**src/rtl/cmp_skip_pkg.sv**
```systemverilog
package cmp_skip_pkg;
  typedef enum logic [1:0] {
    SKIP_NONE = 2'd0,
    SKIP_ONE  = 2'd1,
    SKIP_TWO  = 2'd2
  } skip_t;

  function automatic skip_t skip_of(input logic lt, input logic eq);
    if (eq)      return SKIP_TWO;
    else if (lt) return SKIP_ONE;
    else         return SKIP_NONE;
  endfunction
endpackage

```
**src/rtl/cmp_operand_mux.sv**
```systemverilog
module cmp_operand_mux #(
  parameter int W = 16,
  localparam int N = 2 * W
) (
  input  logic         dbl,
  input  logic [W-1:0] acc,
  input  logic [W-1:0] ext,
  input  logic [W-1:0] mem_hi,
  input  logic [W-1:0] mem_lo,
  output logic [N-1:0] lhs,
  output logic [N-1:0] rhs
);
  // Single precision pads both low halves with zero, so the wide signed
  // ordering equals the ordering of the upper words alone.
  always_comb begin
    lhs = {acc, dbl ? ext : {W{1'b0}}};
    rhs = {mem_hi, dbl ? mem_lo : {W{1'b0}}};
  end
endmodule

```
**src/rtl/cmp_three_way.sv**
```systemverilog
module cmp_three_way #(
  parameter int N = 32
) (
  input  logic [N-1:0] lhs,
  input  logic [N-1:0] rhs,
  output logic         lt,
  output logic         eq
);
  function automatic logic signed_less(input logic [N-1:0] a, input logic [N-1:0] b);
    // Flip sign bits to turn signed order into unsigned order.
    logic [N-1:0] ab;
    logic [N-1:0] bb;
    ab = a ^ {1'b1, {(N-1){1'b0}}};
    bb = b ^ {1'b1, {(N-1){1'b0}}};
    return ab < bb;
  endfunction

  always_comb begin
    lt = signed_less(lhs, rhs);
    eq = (lhs == rhs);
  end
endmodule

```
**src/rtl/cmp_skip_reg.sv**
```systemverilog
module cmp_skip_reg
  import cmp_skip_pkg::*;
(
  input  logic       clk,
  input  logic       rst_n,
  input  logic       start,
  input  logic       misalign,
  input  logic       lt,
  input  logic       eq,
  output logic [1:0] skip,
  output logic       align_err,
  output logic       done
);
  always_ff @(posedge clk) begin
    if (!rst_n) begin
      skip      <= SKIP_NONE;
      align_err <= 1'b0;
      done      <= 1'b0;
    end else begin
      done <= start;
      if (start) begin
        align_err <= misalign;
        skip      <= misalign ? SKIP_NONE : skip_of(lt, eq);
      end
    end
  end
endmodule

```
**src/rtl/cmp_skip_unit.sv**
```systemverilog
module cmp_skip_unit #(
  parameter int W = 16
) (
  input  logic         clk,
  input  logic         rst_n,
  input  logic         start,
  input  logic         dbl,
  input  logic         ea_bit0,
  input  logic [W-1:0] acc,
  input  logic [W-1:0] ext,
  input  logic [W-1:0] mem_hi,
  input  logic [W-1:0] mem_lo,
  output logic [1:0]   skip,
  output logic         align_err,
  output logic         done
);
  localparam int N = 2 * W;

  logic [N-1:0] lhs_w;
  logic [N-1:0] rhs_w;
  logic         cmp_lt;
  logic         cmp_eq;
  logic         misalign;

  assign misalign = dbl & ea_bit0;

  cmp_operand_mux #(.W(W)) u_mux (
    .dbl(dbl), .acc(acc), .ext(ext), .mem_hi(mem_hi), .mem_lo(mem_lo),
    .lhs(lhs_w), .rhs(rhs_w)
  );

  cmp_three_way #(.N(N)) u_cmp (
    .lhs(lhs_w), .rhs(rhs_w), .lt(cmp_lt), .eq(cmp_eq)
  );

  cmp_skip_reg u_reg (
    .clk(clk), .rst_n(rst_n), .start(start), .misalign(misalign),
    .lt(cmp_lt), .eq(cmp_eq),
    .skip(skip), .align_err(align_err), .done(done)
  );
endmodule

```
**config.mk**
```make
export PLATFORM = sky130hd
export DESIGN_NAME = cmp_skip_unit
export DESIGN_NICKNAME = d
export VERILOG_FILES = /design/src/rtl/cmp_skip_pkg.sv /design/src/rtl/cmp_operand_mux.sv /design/src/rtl/cmp_three_way.sv /design/src/rtl/cmp_skip_reg.sv /design/src/rtl/cmp_skip_unit.sv
export SDC_FILE = /design/constraint.sdc
export NUM_CORES = 1
export LEC_CHECK = 0
export BUFFER_PORTS_ARGS = -buffer_cell sky130_fd_sc_hd__buf_2
export CORE_MARGIN = 2
export CORE_UTILIZATION = 40
export CTS_CLUSTER_DIAMETER = 40
export DETAILED_ROUTE_END_ITERATION = 8
export HOLD_SLACK_MARGIN = 0.05
export PLACE_DENSITY = 0.69
export SLEW_MARGIN = 0
export SYNTH_ARGS = -nofsm -noshare
export SYNTH_HDL_FRONTEND = slang
export SYNTH_HIERARCHICAL = 1
export SYNTH_SLANG_ARGS = --single-unit
```
**constraint.sdc**
```tcl
create_clock -name clk -period 7.71 [get_ports clk]
set_clock_uncertainty 0.05 [all_clocks]
set_input_delay 1.542 -clock clk [delete_from_list [all_inputs] [get_ports clk]]
set_output_delay 1.542 -clock clk [all_outputs]
set_load 0.01 [all_outputs]
```
-- Yosys cells after proc, flatten, opt, wreduce, memory -nomap -nowiden
Index checks and enable logic that the tools add are counted.
- flip-flop bits (word level): 4
- input port bits: 69
- output and inout port bits: 4
- order comparisons: 1
- equal/unequal tests: 1
- muxes and demuxes: 5
- bitwise operators: 3
- operator list (operator ; number):
    $eq A32 B32 Y1 ; 1
    $lt A32 B32 Y1 ; 1
    $mux W16 ; 2
    $mux W2 ; 2
    $not A1 Y1 ; 2
    $and A1 B1 Y1 ; 1
    $mux W1 ; 1

-- Depth between registers and ports, before layout
Gate-level depths: netlist of run 1.
- depth after elaboration: 5
- depth in mapped cells: 11

-- Modules after synthesis
The synthesis of run 1 kept the hierarchy.
- by module, submodules not included (module ; times used ; cells an instance ; area each (µm²)):
    cmp_three_way ; 1 ; 115 ; 808.3
    cmp_operand_mux ; 1 ; 67 ; 495.5
    cmp_skip_reg ; 1 ; 13 ; 150.1
    cmp_skip_unit ; 1 ; 1 ; 6.3

-- Worst setup path after synthesis of run 1
Ideal clock, no wire load.
- kind: in2reg
- start point: in dbl
- end point: reg u_reg.skip[0]
- setup time: 0.058 ns
- data arrival time: 3.722 ns
- required time: 7.602 ns
- setup slack: 3.880 ns
- stages: 10
- buffers on the path: 1
- path through: clkbuf_2 > and2_2 > ha_1 > a21oi_1 > nor2_1 > a211o_1 > or4b_1 > a2111oi_2 > and4bb_1 > o21a_1
- longest elaborated chain between the ends: 5
- elaborated cells on any way between the ends: 8
- RTL lines (what ; line ; text):
    start, declared ; cmp_skip_unit.sv:7 ; input logic dbl,
    $mux W16 ; cmp_operand_mux.sv:16 ; lhs = {acc, dbl ? ext : {W{1'b0}}};
    via lhs_w[13] ; cmp_skip_unit.sv:19 ; logic [N-1:0] lhs_w;
    $lt A32 B32 Y1 ; cmp_three_way.sv:15 ; return ab < bb;
    via cmp_lt ; cmp_skip_unit.sv:21 ; logic cmp_lt;
    $mux W1 ; cmp_skip_pkg.sv:10 ; else if (lt) return SKIP_ONE;
    $mux W2 ; cmp_skip_pkg.sv:9 ; if (eq) return SKIP_TWO;
    $mux W2 ; cmp_skip_reg.sv:23 ; skip <= misalign ? SKIP_NONE : skip_of(lt, eq);
    end signal, assigned ; cmp_skip_reg.sv:23 ;
    end, declared ; cmp_skip_reg.sv:10 ; output logic [1:0] skip,
The timed path passes the listed nets, and every way through them passes these cells.
A chain may end at the register's enable or synchronous reset.

-- Final worst setup path of run 1
- start point: in dbl
- end point: reg u_reg.skip[0]
- longest elaborated chain between the ends: 5
- elaborated cells on any way between the ends: 8
- RTL lines (what ; line ; text):
    $mux W16 ; cmp_operand_mux.sv:17 ; rhs = {mem_hi, dbl ? mem_lo : {W{1'b0}}};
    via rhs_w[13] ; cmp_skip_unit.sv:20 ; logic [N-1:0] rhs_w;
    $lt A32 B32 Y1 ; cmp_three_way.sv:15 ;
    via cmp_lt ; cmp_skip_unit.sv:21 ;
    $mux W1 ; cmp_skip_pkg.sv:10 ;
    $mux W2 ; cmp_skip_pkg.sv:9 ;
    $mux W2 ; cmp_skip_reg.sv:23 ;
The timed path passes the listed nets, and every way through them passes these cells.

==> results of run 1 <==
-- Yosys cell counts, types with 2 or more instances --
library cell,n,area (µm²)
nor2b_1,4,25.02
nand4_1,4,25.02
nor2_1,6,22.52
dfxtp_1,4,80.08
clkbuf_2,3,15.01
buf_4,32,240.2
and2_2,32,240.2
ha_1,32,400.4
and4_1,2,17.52
o21ai_0,3,15.01
a21boi_1,2,15.01
and2_1,2,12.51
nand3_1,2,10.01
a21oi_1,11,55.05
inv_1,32,120.1
nand2_1,9,33.78
-- placed cells by master (no fill, tap or decap), drive strengths merged, types with 2 or more instances in the layout --
cell type and n:
a21oi 11, buf 72, clkbuf 3, nor2 6, o21ai 4, dfxtp 4
nand3 2, nor2b 4, a21boi 2, and4 2, and2 34, nand2 10
inv 32, nand4 4, ha 32
-- tightest hold or removal path, delay by kind of cell (launching register included) --
| family | cells | cell delay, ns |
|---|---|---|
| flops | 1 | 0.30 |
| simple gates | 1 | 0.06 |
| compound gates | 1 | 0.05 |
-- registers in the layout (all words and copies together), names as in the netlist --
name             flops
u_reg/done           1
u_reg/skip           2
u_reg/align_err      1
-- metal layers --
| metal | global-route usage, % | up-vias |
|---|---|---|
| met1 | 13.40 | 514 |
| met3 | 1.736 | 5 |
| met4 | 6.383 | 0 |
| met5 | 0 | - |
| met2 | 22.01 | 46 |
| li1 | - | 692 |
-- layout make-up --
class,instances,area [µm²]
sequential,4,80.08
fill,357,1770
tap,46,57.56
clock buffer,3,22.52
multi-input combinational,125,1005
timing repair buffer,72,360.3
inverter,32,120.1
-- path summary, 6_finish.rpt --
path | endpoint | from | slack (ns)
max | u_reg/skip[0] | dbl | 3.75
min | u_reg/skip[1] | u_reg/skip[1] | 0.41
max reg2reg | u_reg/skip[0] | u_reg/skip[0] | 6.97
min reg2reg | u_reg/skip[1] | u_reg/skip[1] | 0.41
-- logic make-up after synthesis --
family                   after synthesis  synth area share [%]
adder cells (fa/ha/maj)               32                 27.42
buffers and inverters                 67                 25.71
flip-flops                             4                 5.484
multiplexers                           1                0.6855
AND/OR/NAND/NOR                       68                 30.25
AO/OA/AOI/OAI                         24                 10.45
-- power by group through the flow --
| stage | logic, mW | registers [mW] | clock network [mW] |
|---|---|---|---|
| 2_1_floorplan | 0.0524 | 0.0227 | 0 |
| 3_3_place_gp | 0.0650 | 0.0223 | 0 |
| 3_5_place_dp | 0.0661 | 0.0224 | 0 |
| 4_1_cts | 0.0664 | 0.0221 | 0.0279 |
| 5_1_grt | 0.0763 | 0.0221 | 0.0295 |
| 6_report | 0.0652 | 0.0220 | 0.0272 |
==> run_results.csv, run 1 <==
group,metric,value,unit
run_status,status,"finished, final reports clean",
place,place_area,0.001623,mm²
critical_path,worstPathMaxFanout,33,
yosys,avgSynthCellArea,7.450,µm²
clock_network,cts.sinks,4,
routing,wl_per_cell,9.071,µm
power_and_ir_drop,swShare,33.69,%
timing,holdWs,0.4134,ns
routing,totalWireLength,2558,µm
power_and_ir_drop,power_density,69.54,mW/mm²
power_and_ir_drop,p_comb_share,57.0,%
yosys,yosysUniqueCellTypes,32,
power_and_ir_drop,p_int,0.07587,mW
routing,vias,1257,
global_route,grt_max_degree,34,
power_and_ir_drop,p_sw,0.03855,mW
routing,dr_wl_met2,1206,µm
clock_network,clock_latency,0.24,ns
routing,drtIter0Drc,30,
place,numPortBuffers,72,
floorplan,die_x,64.42,µm
critical_path,max_stage_delay,0.54,ns
yosys,synth.ff_latch_count,4,
timing,hold_viol_final,0,
place,gp_congestion,0.6804,
critical_path,critPathBufInv,2,
timing,finalSetupViolCount,0,
critical_path,path_cells,"buf_2, and2_2, inv_1, ha_1, a21oi_1, nor2_1, a211o_1, or4b_1, a2111oi_2, and4bb_1, o21a_1",
clock_network,postCtsSetupBuffers,0,
yosys,yosysWarnings,6,
place,place_ws,3.460,ns
critical_path,reg2reg_depth,2,
clock_network,cts_hold_buf,0,
clock_network,cts_root_buffer,"clkbuf_4",
clock_network,cts.path.max_buffers,2,
routing,top_layer,"met4",
hold_path,min_path_cells,2,
timing,rsz0062_at_grt,"no",
finish,drive_gt1_share,46.19,%
yosys,netlist_area,0.001460,mm²
routing,vias_per_cell,4.457,
finish,fin_nets,339,
floorplan,initial_core_util,42.75,%
flow_run,drv_cap,0,
place,place_hpwl,2286,µm
floorplan,die_area,0.004150,mm²
yosys,yosys_most_used_dff,"dfxtp_1",
routing,ant_nets,0,
routing,firstDrtPassIters,3,
critical_path,start_kind,"input port",
critical_path,crit_type,"input port to register",
global_route,grt_pass1_wl,4077,µm
clock_network,cts_tree,"yes",
finish,final_cell_count_no_fill,282,
timing,timing.final.crit_period,3.962,ns
clock_network,ctsResizeCount,0,
yosys,synth_async_sr_flop_share,0,%
floorplan,core_area,0.003416,mm²
critical_path,slowest_stage,"or4b_1",
hold_path,hp-class,"register to register",
power_and_ir_drop,p_seq_share,19.3,%
yosys,synth_edf_count,0,
power_and_ir_drop,p_leak,0.9406,nW
routing,route.detailed.drc,0,
critical_path,path_delay_family,"simple AND/OR/NAND/NOR gates",
yosys,synth_seq_area_share,5.484,%
global_route,gr-total-overflow,0,
timing,max-slew-margin-rel,75.51,%
yosys,syn_nets,297,
global_route,grt_usage,12.04,%
power_and_ir_drop,power,0.1144,mW
critical_path,cp.arrival,4.10,ns
timing,fmax,0.2524,GHz
yosys,synthCells,196,
timing,post-route-period-util,51.39,%
place,dp.cells,279,
clock_network,cts_buffers,3,
timing,setup_ws,3.748,ns
routing,route.met3.wl,208,µm
routing,wl_met1,1093,µm
finish,area_delta_synth_final,12.68,%
global_route,antenna_found_initial,0,
floorplan,rows,21,
critical_path,crit_path_end_kind,"register",
clock_network,clk_pin_slew,0.04,ns
finish,antennaDiodeCount,0,
floorplan,pin_count,73,
timing,maxSlewViolCount,0,
critical_path,path_depth,11,
global_route,grt_pass1_vias,1114,
critical_path,required,7.84,ns
timing,worst_slew_pin_slew,0.3640,ns
timing,tns,0,ns
power_and_ir_drop,ir_drop,0.03036,mV
power_and_ir_drop,clkPwrFrac,23.7,%
floorplan,die_y,64.42,µm
clock_network,cts_max_level,1,
finish,finalInstanceArea,0.001645,mm²
finish,final_util,48.17,%
No activity file was read; power rests on OpenSTA's default activity.
==> inputs of run 2 (changes only) <==
==> constraint.sdc (replaced) <==
create_clock -name clk -period 4.1 [get_ports clk]
set_clock_uncertainty 0.05 [all_clocks]
set_input_delay 0.82 -clock clk [delete_from_list [all_inputs] [get_ports clk]]
set_output_delay 0.82 -clock clk [all_outputs]
set_load 0.01 [all_outputs]
==> run 2 against run 1 <==
Against the previous run:
- total power increased by 86%
- design area stayed put
- combinational power increased by 89%
- die area is the same
- hold slack improved by 0.013 ns
- largest cell class unchanged
==> run_results.csv, run 2 (synthesis results as in run 1) <==
group,metric,value,unit
floorplan,core_area,0.003416,mm²
critical_path,path_cells,"buf_2, and2_2, inv_1, ha_1, a21oi_1, nor2_1, a211o_1, or4b_1, a2111oi_2, and4bb_1, o21a_1",
timing,tns,0,ns
floorplan,die_x,64.42,µm
clock_network,postCtsSetupBuffers,0,
place,place_ws,0.5986,ns
flow_run,drv_cap,0,
power_and_ir_drop,p_seq_share,19.4,%
finish,final_cell_count_no_fill,282,
finish,reg.largest.list,"u_reg/skip: 2 flops, u_reg/align_err: 1 flops, u_reg/done: 1 flops",
floorplan,rows,21,
power_and_ir_drop,p_leak,0.9406,nW
timing,setup_ws,0.8673,ns
routing,ant_nets,0,
timing,max-slew-margin-rel,75.99,%
power_and_ir_drop,p_comb_share,57.6,%
clock_network,ctsResizeCount,0,
clock_network,cts_tree,"yes",
finish,final_cell_mix,"buf_2, inv_1, ha_1, and2_2, a21oi_1",
finish,drive_gt1_share,46.19,%
finish,layout_commonest_cell,"buf_2",
timing,hold_viol_final,0,
critical_path,cp.arrival,3.36,ns
clock_network,cts_buffers,3,
routing,vias,1273,
place,numPortBuffers,72,
routing,firstDrtPassIters,4,
floorplan,die_y,64.42,µm
power_and_ir_drop,ir_drop,0.09909,mV
finish,fin_nets,339,
critical_path,critPathBufInv,2,
timing,rsz0062_at_grt,"no",
critical_path,max_stage_delay,0.54,ns
routing,route.detailed.drc,0,
timing,post-route-period-util,78.85,%
finish,antennaDiodeCount,0,
power_and_ir_drop,p_int,0.1426,mW
global_route,grt_max_degree,34,
critical_path,worstPathMaxFanout,33,
finish,area_delta_synth_final,12.68,%
critical_path,crit_path_end_kind,"register",
global_route,grt_pass1_wl,4119,µm
global_route,gr-total-overflow,0,
routing,drtIter0Drc,47,
clock_network,cts_root_buffer,"clkbuf_4",
critical_path,required,4.23,ns
routing,totalWireLength,2524,µm
clock_network,cts.path.max_buffers,2,
power_and_ir_drop,p_sw,0.07050,mW
place,dp.cells,279,
critical_path,slowest_stage,"or4b_1",
clock_network,clock_latency,0.23,ns
global_route,grt_pass1_vias,1128,
clock_network,clk_pin_slew,0.04,ns
power_and_ir_drop,swShare,33.09,%
critical_path,crit_type,"input port to register",
floorplan,initial_core_util,42.75,%
clock_network,cts.sinks,4,
power_and_ir_drop,power,0.2131,mW
finish,regMostFlops,"u_reg/skip",
timing,worst_slew_pin_slew,0.3569,ns
timing,maxSlewViolCount,0,
global_route,grt_usage,11.86,%
hold_path,hp-class,"register to register",
routing,vias_per_cell,4.514,
finish,largest_register_ffs,2,
critical_path,start_kind,"input port",
power_and_ir_drop,clkPwrFrac,23.0,%
floorplan,pin_count,73,
floorplan,die_area,0.004150,mm²
clock_network,cts_hold_buf,0,
global_route,antenna_found_initial,0,
routing,wl_per_cell,8.950,µm
critical_path,path_delay_family,"simple AND/OR/NAND/NOR gates",
place,gp_congestion,0.6803,
run_status,status,"finished, final reports clean",
power_and_ir_drop,power_density,129.5,mW/mm²
clock_network,cts_max_level,1,
timing,fmax,0.3093,GHz
timing,finalSetupViolCount,0,
place,place_hpwl,2304,µm
finish,fill_cells,369,
timing,timing.final.crit_period,3.233,ns
timing,holdWs,0.4266,ns
[run 2: cell counts in the layout (fill, tap and decap cells not counted)]
No cell type changed its count.
[run 2: worst paths after layout]
| path | from | cells past startpoint | endpoint | slack (ns) |
|---|---|---|---|---|
| worst max-delay path | dbl | 11 | u_reg/skip[0] | 0.87 |
| worst min-delay path | u_reg/skip[1] | 2 | u_reg/skip[1] | 0.43 |
| worst max register to register | u_reg/skip[0] | 2 | u_reg/skip[0] | 3.35 |
| worst min register to register | u_reg/skip[1] | 2 | u_reg/skip[1] | 0.43 |
[run 2: stage by stage]
step | util (%) | instance area [µm²]
floorplan | - | 1460
global placement | 47.51 | 1623
detailed placement | 47.51 | 1623
CTS | 48.17 | 1645
global route | 48.17 | 1645
finish | 48.17 | 1645
[run 2: power groups by stage]
stage	clock network (mW)	logic [mW]	registers, mW
5_1_grt	0.0549	0.144	0.0414
4_1_cts	0.0500	0.125	0.0413
2_1_floorplan	0	0.0985	0.0428
6_report	0.0491	0.123	0.0413
3_5_place_dp	0	0.125	0.0420
3_3_place_gp	0	0.122	0.0419
[run 2: tightest hold or removal path, cell delays in order, from the launching register on]
cell and delay, ns:
dfxtp_1 0.30, nand2b_1 0.06, a21boi_1 0.06
[run 2: area by class of cell]
type | count | area, µm² | share of cell area [%]
multi-input combinational | 125 | 1005 | 61.06
timing repair buffer | 72 | 360.3 | 21.90
sequential | 4 | 80.08 | 4.867
tap | 46 | 57.56 | 3.498
inverter | 32 | 120.1 | 7.300
clock buffer | 3 | 22.52 | 1.369
[run 2: metal layers]
metal  up-vias  track usage (%)  share of wire [%]
li1        691                -                  -
met1       537            13.71                 43
met2        45            22.53                 48
met3         0            2.257                8.2
met4         0            2.394                  0
met5         -                0                  0
==> inputs of run 3 (changes only) <==
==> constraint.sdc (replaced) <==
create_clock -name clk -period 3.16 [get_ports clk]
set_clock_uncertainty 0.05 [all_clocks]
set_input_delay 0.632 -clock clk [delete_from_list [all_inputs] [get_ports clk]]
set_output_delay 0.632 -clock clk [all_outputs]
set_load 0.01 [all_outputs]
==> run 3 against run 2 <==
Against the previous run:
- die area did not move
- sequential power grew 30%
- routed wire length rose by 2.0%
- cell count rose by 1.1%
- hold slack worse by 0.013 ns
- non-clock buffer count increased by 3
- global-route usage rose by 0.88 points
- clock power is 28% higher
- critical path type unchanged
==> run_results.csv, run 3 (synthesis results as in run 1) <==
group,metric,value,unit
run_status,status,"finished, final reports clean",
power_and_ir_drop,power,0.2808,mW
flow_run,drv_cap,0,
critical_path,worstPathMaxFanout,10,
floorplan,die_x,64.42,µm
clock_network,cts_tree,"yes",
clock_network,cts_hold_buf,0,
floorplan,rows,21,
global_route,gr-total-overflow,0,
power_and_ir_drop,p_leak,0.9602,nW
power_and_ir_drop,ir_drop,0.07502,mV
timing,timing.final.crit_period,2.877,ns
floorplan,initial_core_util,42.75,%
routing,route.detailed.drc,0,
global_route,grt_pass1_wl,4436,µm
floorplan,die_area,0.004150,mm²
timing,finalSetupViolCount,0,
routing,vias,1256,
global_route,grt_pass1_vias,1206,
finish,final_cell_mix,"buf_2, inv_1, ha_1, and2_2, a21oi_1",
power_and_ir_drop,p_comb_share,58.6,%
routing,ant_nets,0,
clock_network,cts_buffers,3,
clock_network,clock_latency,0.23,ns
timing,worst_slew_pin_slew,0.3165,ns
clock_network,ctsResizeCount,0,
power_and_ir_drop,clkPwrFrac,22.3,%
clock_network,cts.path.max_buffers,2,
power_and_ir_drop,p_int,0.1887,mW
place,place_hpwl,2402,µm
critical_path,cp.arrival,3.01,ns
timing,hold_viol_final,0,
routing,vias_per_cell,4.407,
routing,firstDrtPassIters,4,
timing,rsz0062_at_grt,"no",
finish,antennaDiodeCount,0,
clock_network,cts_max_level,1,
global_route,antenna_found_initial,0,
finish,fill_cells,377,
place,numPortBuffers,72,
global_route,grt_usage,12.74,%
critical_path,required,3.29,ns
clock_network,cts_root_buffer,"clkbuf_4",
finish,area_delta_synth_final,15.08,%
global_route,busiest_layer,"met2",
power_and_ir_drop,swShare,32.79,%
timing,post-route-period-util,91.06,%
finish,fin_nets,342,
finish,drive_gt1_share,46.86,%
timing,maxSlewViolCount,0,
critical_path,crit_type,"input port to register",
finish,regMostFlops,"u_reg/skip",
floorplan,die_y,64.42,µm
power_and_ir_drop,p_seq_share,19.1,%
hold_path,hp-class,"register to register",
global_route,grt_use_met3,0.5208,%
floorplan,core_area,0.003416,mm²
finish,largest_register_ffs,2,
timing,max-slew-margin-rel,78.71,%
clock_network,cts.sinks,4,
routing,wl_per_cell,9.035,µm
clock_network,postCtsSetupBuffers,0,
place,gp_congestion,0.7399,
critical_path,start_kind,"input port",
finish,reg.largest.list,"u_reg/skip: 2 flops, u_reg/align_err: 1 flops, u_reg/done: 1 flops",
routing,totalWireLength,2575,µm
critical_path,crit_path_end_kind,"register",
routing,drtIter0Drc,12,
global_route,grt_util_met1,15.21,%
power_and_ir_drop,p_sw,0.09207,mW
clock_network,clk_pin_slew,0.04,ns
timing,fmax,0.3475,GHz
floorplan,pin_count,73,
global_route,grt_max_degree,15,
timing,tns,0,ns
finish,layout_commonest_cell,"buf_2",
power_and_ir_drop,power_density,167.1,mW/mm²
global_route,use_met2,24.35,%
[run 3: cell type report]
class                           instances  area, µm²  share of cell area, %
Multi-Input combinational cell        125       1005                  59.79
Timing Repair Buffer                   75      395.4                  23.53
Inverter                               32      120.1                  7.148
Sequential cell                         4      80.08                  4.765
Tap cell                               46      57.56                  3.425
Clock buffer                            3      22.52                  1.340
[run 3: worst max-delay path, stage by stage]
cell       delay [ns]
buf_2            0.17
and2_2           0.16
inv_1            0.04
ha_1             0.28
a21oi_1          0.15
nor2_1           0.06
a211o_1          0.25
or4b_1           0.54
a2111oi_2        0.37
and4bb_1         0.23
o21a_1           0.12
[run 3: metrics by stage]
stage	setup WS [ns]	cells	util (%)	instance area, µm²	hold slack [ns]
floorplan	0.2400	196	-	1460	0.4379
global placement	0.1273	282	48.53	1658	0.4083
detailed placement	0.03906	282	48.53	1658	0.4096
CTS	0.2700	285	49.19	1680	0.4143
global route	0.1103	285	49.19	1680	0.4462
finish	0.2826	285	49.19	1680	0.4135
[run 3: power groups by stage]
stage | Combinational, mW | Clock (mW) | Sequential [mW]
final | 0.164 | 0.0627 | 0.0537
after global routing | 0.194 | 0.0676 | 0.0539
after CTS | 0.169 | 0.0661 | 0.0537
after detailed placement | 0.168 | 0 | 0.0545
after global placement | 0.164 | 0 | 0.0544
after floorplan | 0.128 | 0 | 0.0555
[run 3: path summary, 6_finish.rpt]
check	from	to	slack, ns	cells past startpoint
hold / removal	u_reg/skip[1]	u_reg/skip[1]	0.41	2
setup reg to reg	u_reg/skip[0]	u_reg/skip[0]	2.42	2
setup / recovery	dbl	u_reg/skip[0]	0.28	11
hold reg to reg	u_reg/skip[1]	u_reg/skip[1]	0.41	2
[run 3: metal layers]
| metal | wire (µm) | part of all wire (%) |
|---|---|---|
| met5 | 0 | 0 |
| met4 | 0 | 0 |
| met3 | 176 | 6.8 |
| met2 | 1288 | 50 |
| met1 | 1110 | 43 |
